`src/rtl/avg_pi_regulator.sv`:
```
module avg_pi_regulator #(
  parameter int SAMPLE_W   = 12,
  parameter int DUTY_W     = 8,
  parameter int DATA_W     = 32,
  parameter int CNT_W      = 8,
  parameter int BLOCK_LEN  = 32,
  parameter int GAIN_SHIFT = 6,
  parameter int SETPOINT   = 100
) (
  input  logic                     clk,
  input  logic                     rst,
  input  logic                     sample_valid,
  input  logic [SAMPLE_W-1:0]      sample,
  input  logic signed [DATA_W-1:0] kp,
  input  logic signed [DATA_W-1:0] ki,
  output logic [DUTY_W-1:0]        duty,
  output logic                     duty_update
);
  localparam int AVG_SHIFT = $clog2(BLOCK_LEN);
  localparam logic [CNT_W-1:0] BLK = CNT_W'(BLOCK_LEN);
  localparam logic signed [DATA_W-1:0] SETPT = DATA_W'(SETPOINT);
  localparam logic signed [DATA_W-1:0] DMAX = DATA_W'((1 << DUTY_W) - 1);

  logic [CNT_W-1:0]         blk_cnt = '0;
  logic signed [DATA_W-1:0] acc     = '0;
  logic signed [DATA_W-1:0] integ   = '0;
  logic [DUTY_W-1:0]        duty_q  = '0;
  logic                     upd_q   = 1'b0;

  logic [CNT_W-1:0]         cnt_inc;
  logic                     run_step;
  logic signed [DATA_W-1:0] smp_ext, avg, err, integ_nx, p_term, i_term, raw;
  logic [DUTY_W-1:0]        duty_nx;

  assign cnt_inc  = blk_cnt + 1'b1;
  assign run_step = sample_valid && (cnt_inc > BLK);
  assign smp_ext  = {{(DATA_W-SAMPLE_W){1'b0}}, sample};
  assign avg      = acc >>> AVG_SHIFT;
  assign err      = SETPT - avg;
  assign integ_nx = integ + err * ki;
  assign p_term   = err * kp;
  assign i_term   = integ_nx * ki;
  assign raw      = (p_term + i_term) >>> GAIN_SHIFT;
  assign duty_nx  = (raw < 0) ? '0 : (raw > DMAX) ? DMAX[DUTY_W-1:0] : raw[DUTY_W-1:0];

  always_ff @(posedge clk) begin
    upd_q <= 1'b0;
    if (rst) begin
      blk_cnt <= '0;
      acc     <= '0;
    end else if (run_step) begin
      blk_cnt <= '0;
      acc     <= '0;
      integ   <= integ_nx;
      duty_q  <= duty_nx;
      upd_q   <= 1'b1;
    end else if (sample_valid) begin
      blk_cnt <= cnt_inc;
      acc     <= acc + smp_ext;
    end
  end

  assign duty        = duty_q;
  assign duty_update = upd_q;
endmodule


```
`config.mk`:
```
export PLATFORM = sky130hd
export DESIGN_NAME = avg_pi_regulator
export DESIGN_NICKNAME = d
export VERILOG_FILES = /design/src/rtl/avg_pi_regulator.sv
export SDC_FILE = /design/constraint.sdc
export NUM_CORES = 2
export LEC_CHECK = 0
export BUFFER_PORTS_ARGS = -buffer_cell sky130_fd_sc_hd__buf_2
export CORE_MARGIN = 2
export CORE_UTILIZATION = 38
export CTS_CLUSTER_SIZE = 14
export DETAILED_ROUTE_END_ITERATION = 8
export SYNTH_ARGS = -nofsm -noshare
export SYNTH_HDL_FRONTEND = slang
export SYNTH_SLANG_ARGS = --single-unit
```
`constraint.sdc`:
```
create_clock -name clk -period 19.5 [get_ports clk]
set_input_delay 0.975 -clock clk [delete_from_list [all_inputs] [get_ports clk]]
set_output_delay 0.975 -clock clk [all_outputs]
set_load 0.02 [all_outputs]
```
; After elaboration in Yosys (flattened, before gate mapping)
; Index checks and enable logic that the tools add are counted.
[classes]
add_sub_neg = 5
n_mul = 3
order_cmp = 3
mux = 2
bitwise = 1
n_reduce_logical = 3
[op_table]
columns = op, n
row1 = $add 32x32->32, 2
row2 = $mul 28x32->32, 2
row3 = $add 32x13->32, 1
row4 = $mul 32x32->32, 1
row5 = $sub 8x27->28 const A, 1
row6 = $gt 26x9->1 const B, 1
row7 = $lt 26x1->1 const B, 1
row8 = $add 8x1->8 const B, 1
row9 = $gt 8x6->1 const B, 1
row10 = $mux 8, 1
row11 = $reduce_and 2->1, 1
row12 = $reduce_or 2->1, 1
row13 = $logic_and 1x1->1, 1
row14 = $mux 1, 1
row15 = $not 1->1, 1
[word_totals]
register_bits = 81
inputBits = 79
out_inout_bits = 9
word_cells = 22

; Depth between registers and ports, before layout
[logic_depth]
depth_word = 7
mapped_depth = 67
depth_no_buf = 61

; Least setup slack after synthesis
; OpenSTA, ideal clock, no wires.
[synth_path]
path_type = reg2reg
start = register acc[5]
end = register duty_q[0], in the netlist duty[0], data pin
setup_time_ps = 254
arrival_time_ps = 15631
t_required_ps = 19246
path_slack_ps = 3615
path_stages_with_launch = 61
path_buffers = 6
synth_period_minus_slack_ps = 15885
path_cell_list = dfxtp_1 clkbuf_1 clkbuf_1 inv_1 ha_1 and2b_1 nor2_1 nor2_1 clkbuf_1 clkbuf_1 nand2_1 fa_1 inv_1 fa_1 fa_1 inv_1 fa_1 inv_1 [25 not listed] fa_1 inv_1 fa_1 fa_1 inv_1 fa_1 ha_1 nor2b_1 o21ai_0 nand2_1 a21oi_1 o21ai_0 xor2_1 or4_1 or3_1 or4_1 buf_1 o21a_1
[synth_via]
elab_chain_len = 7
word_cells_on_any_way = 9
classes_between = 3 x add/sub / 3 x mul / 2 x order compare / 1 x mux
[synth_rtl]
columns = element, line_no
row1 = from (decl), 25  ; logic signed [DATA_W-1:0] acc = '0;
row2 = from (signal assigned), 59  ; acc <= acc + smp_ext;
row3 = $sub 8x27->28 *, 39  ; assign err = SETPT - avg;
row4 = $mul 28x32->32 *, 40  ; assign integ_nx = integ + err * ki;
row5 = $add 32x32->32 *, 40
row6 = via integ_nx[17], 32  ; logic signed [DATA_W-1:0] smp_ext, avg, err, integ_nx, p_term, i_term, raw;
row7 = $mul 32x32->32 *, 42  ; assign i_term = integ_nx * ki;
row8 = $add 32x32->32 *, 43  ; assign raw = (p_term + i_term) >>> GAIN_SHIFT;
row9 = $gt 26x9->1, 44  ; assign duty_nx = (raw < 0) ? '0 : (raw > DMAX) ? DMAX[DUTY_W-1:0] : raw[DUTY_W-1:0];
row10 = $mux 8, 44
row11 = to (signal assigned), 55  ; duty_q <= duty_nx;
row12 = to (decl), 27  ; logic [DUTY_W-1:0] duty_q = '0;
; Mark *: on every way through the listed nets, which the timed path passes. The rest lies on a longest branch.
; A chain may end at the register's enable or synchronous reset.

; Worst setup path after layout
[layout_path]
start = register acc[5]
end = register duty_q[3], in the netlist duty[3], data pin
[layout_via]
elab_chain_len = 7
word_cells_on_any_way = 9
classes_between = 3 x add/sub / 3 x mul / 2 x order compare / 1 x mux
[layout_rtl]
columns = element, line_no
row1 = $sub 8x27->28 *, 39
row2 = $mul 28x32->32, 40
row3 = $add 32x32->32, 40
row4 = $mul 32x32->32, 42
row5 = $add 32x32->32 *, 43
row6 = $gt 26x9->1, 44
row7 = $mux 8, 44
; Mark *: on every way between the ends. The rest lies on a longest branch, timed or not.

==> flow_metrics.env <==
export IMPL_htreeDepth=3
export IMPL_setup_tns_ps=0
export IMPL_grt_ovfl_total=0
export IMPL_avgSynthCellArea_um2=8.84
export IMPL_synth_top_cell_by_area="fa_1"
export IMPL_worstSkewPairLatency_ps=420
export IMPL_synth_edf_count=40
export IMPL_via_count=38060
export IMPL_fin_crit_ps=17590
export IMPL_r2r_start="acc[5]"
export IMPL_cts_resized_gates=0
export IMPL_io_pin_count=88
export IMPL_grt_pass1_wl_mm=241
export IMPL_final_max_slew_violation_count=0
export IMPL_vias_per_cell=5.02
export IMPL_clk_path_buf_depth=2
export IMPL_grtUsageTotal=0.223
export IMPL_synthTopCellsByArea="fa_1 (50%), inv_1 (11%), ha_1 (9.9%)"
export IMPL_ant_nets=0
export IMPL_worstSetupStartpoint="acc[5]"
export IMPL_clock_fmax_ghz=0.0569
export IMPL_r2r_cells=52
export IMPL_syn_num_nets=7718
export IMPL_crit_slowest_cell="xor2_1"
export IMPL_synth_warnings=0
export IMPL_criticalPathCategory="flop to flop"
export IMPL_drive_above_1_share=0.0411
export IMPL_cap_violations=0
export IMPL_cts_made_buffers=9
export IMPL_synth_seq_area_share=0.0386
export IMPL_min_path_type="flop to flop"
export IMPL_dr_pass1_iters=5
export IMPL_grt_max_degree=44
export IMPL_cp_endpoint="duty[3]"
export IMPL_ys_ff_latch=81
export IMPL_rrSetupSlack_ps=1910
export IMPL_synth_common_cells="inv_1 (1,560), fa_1 (1,304), nand2_1 (1,114)"
export IMPL_rsz0062_at_grt="false"
export IMPL_start_util=0.382
export IMPL_fin_skew_ps=15.9
export IMPL_synth_most_common_cell="inv_1"
export IMPL_dieArea_mm2=0.141
export IMPL_final_nets=7584
export IMPL_synthArstFlopShare=0
export IMPL_relSlewSlack=0.0953
export IMPL_hold_buffers=0
export IMPL_fill_cells=13817
export IMPL_path_common_cell="fa_1"
export IMPL_period_share=0.902
export IMPL_ys_types=73
export IMPL_r2r_end="duty[3]"
export IMPL_cp_max_fo=30
export IMPL_gp_congestion=0.922
export IMPL_clk_pin_slew_ps=80
export IMPL_worstPathArrival_ps=17750
export IMPL_synth_ff_type="dfxtp_1"
export IMPL_area_growth_syn_to_layout_pct=5.19
export IMPL_postSynthCellCount=5921
export IMPL_first_iter_violations=2230
export IMPL_wl_per_cell_um=19.8
export IMPL_yosysTopAreaCellShare=0.499
export IMPL_setup_slack_ps=1910
export IMPL_die_h_um=375
export IMPL_antenna_found_initial=5
export IMPL_core_mm2=0.137
export IMPL_place_ws_ps=2130
export IMPL_port_buffer_count=87
export IMPL_dieWidth_um=375
export IMPL_grt_pass1_vias=41631
export IMPL_drc_errors=0
export IMPL_hold_viol_final=0
export IMPL_cp_slowest_stage_delay_ps=1070
export IMPL_worst_pin_slew_ps=1350
export IMPL_place_hpwl_mm=120
export IMPL_syn_area_mm2=0.0524
export IMPL_wirelength_mm=150
export IMPL_rows=136
export IMPL_post_cts_buffers=0
export IMPL_outcome="finished, final reports clean"
export IMPL_cts_root_buf="clkbuf_16"
export IMPL_tritoncts="done"
export IMPL_end_kind="flop"
export IMPL_cts_sinks=81
export IMPL_required_ps=19660
export IMPL_finalSetupViolCount=0
export IMPL_startpoint_type="flop"
worst min-delay path by stage:
stage | start | to | slack, ps | depth (start not counted)
CTS | acc[2] | acc[2] | 510 | 2
detailed placement | acc[2] | acc[2] | 490 | 2
global route | blk_cnt[6] | blk_cnt[6] | 530 | 1
global placement | acc[2] | acc[2] | 480 | 2
finish | acc[2] | acc[2] | 500 | 2
floorplan | acc[0] | acc[0] | 460 | 2
layout make-up:
class | count | area, um^2 | share of cell area
Clock inverter | 7 | 81.3 | 0.00148
Timing Repair Buffer | 172 | 1070 | 0.0195
Antenna cell | 3 | 7.51 | 0.000136
Sequential cell | 81 | 2020 | 0.0367
Clock buffer | 9 | 225 | 0.00409
Inverter | 1560 | 5860 | 0.106
Tap cell | 1794 | 2240 | 0.0408
Multi-Input combinational cell | 3963 | 43600 | 0.791
registers in the layout, indices dropped and copies added, names as in the netlist:
name,flops
acc,32
blk_cnt,8
duty,8
duty_update,1
integ,32
through the flow:
step	instances	utilization	cell area (um^2)	hold slack (ps)
floorplan	5921	-	52400	465
finish	7589	0.402	55100	502
CTS	7585	0.402	55100	508
global route	7587	0.402	55100	529
global placement	7569	0.399	54800	480
detailed placement	7569	0.399	54800	491
worst max-delay path, delay by kind of cell, from the launching register on:
family / cells / cell delay [ps]
adder cells (fa/ha/maj): 20 / 8860
buffers and inverters: 10 / 620
flip-flops: 1 / 720
AND/OR/NAND/NOR: 5 / 1050
XOR/XNOR: 3 / 2080
AO/OA/AOI/OAI: 14 / 3930
kinds of logic after synthesis:
family | share of synthesized area
compound gates | 0.0249
xor+xnor | 0.0444
fa+ha+maj | 0.597
buf+inv | 0.135
flops | 0.0386
mux | 0.00153
simple gates | 0.158
cell usage in the layout, fill, tap and decap left out, types with 15 or more instances in the layout:
| cell | Yosys | final |
|---|---|---|
| buf_4 | 0 | 85 |
| ha_1 | 414 | 413 |
| nor3_1 | 21 | 21 |
| inv_1 | 1560 | 1560 |
| dfxtp_1 | 41 | 40 |
| nor2b_1 | 17 | 16 |
| a21oi_1 | 58 | 57 |
| nand2_1 | 1114 | 1114 |
| a21o_1 | 18 | 18 |
| nand3_1 | 20 | 20 |
| xnor3_1 | 16 | 16 |
| xnor2_1 | 168 | 150 |
| edfxtp_1 | 40 | 40 |
| nand2b_1 | 16 | 16 |
| o21a_1 | 20 | 20 |
| nor2_1 | 79 | 77 |
| xor2_1 | 49 | 43 |
| and2_1 | 469 | 469 |
| xnor2_2 | 0 | 15 |
| fa_1 | 1304 | 1304 |
| buf_2 | 5 | 87 |
| o21ai_0 | 36 | 36 |
routing by layer:
metal | part of all wire | vias to the layer above | track usage | wire (um)
met4 | 0.041 | 4 | 0.0827 | 6160
met2 | 0.48 | 1339 | 0.375 | 72600
met1 | 0.40 | 19885 | 0.290 | 60500
li1 | - | 16545 | - | -
met3 | 0.072 | 287 | 0.0366 | 10800
met5 | 0.00013 | - | 0 | 20
Power is not shown: default switching activity piles up to over one toggle a cycle in this logic, so the estimate is an artifact.
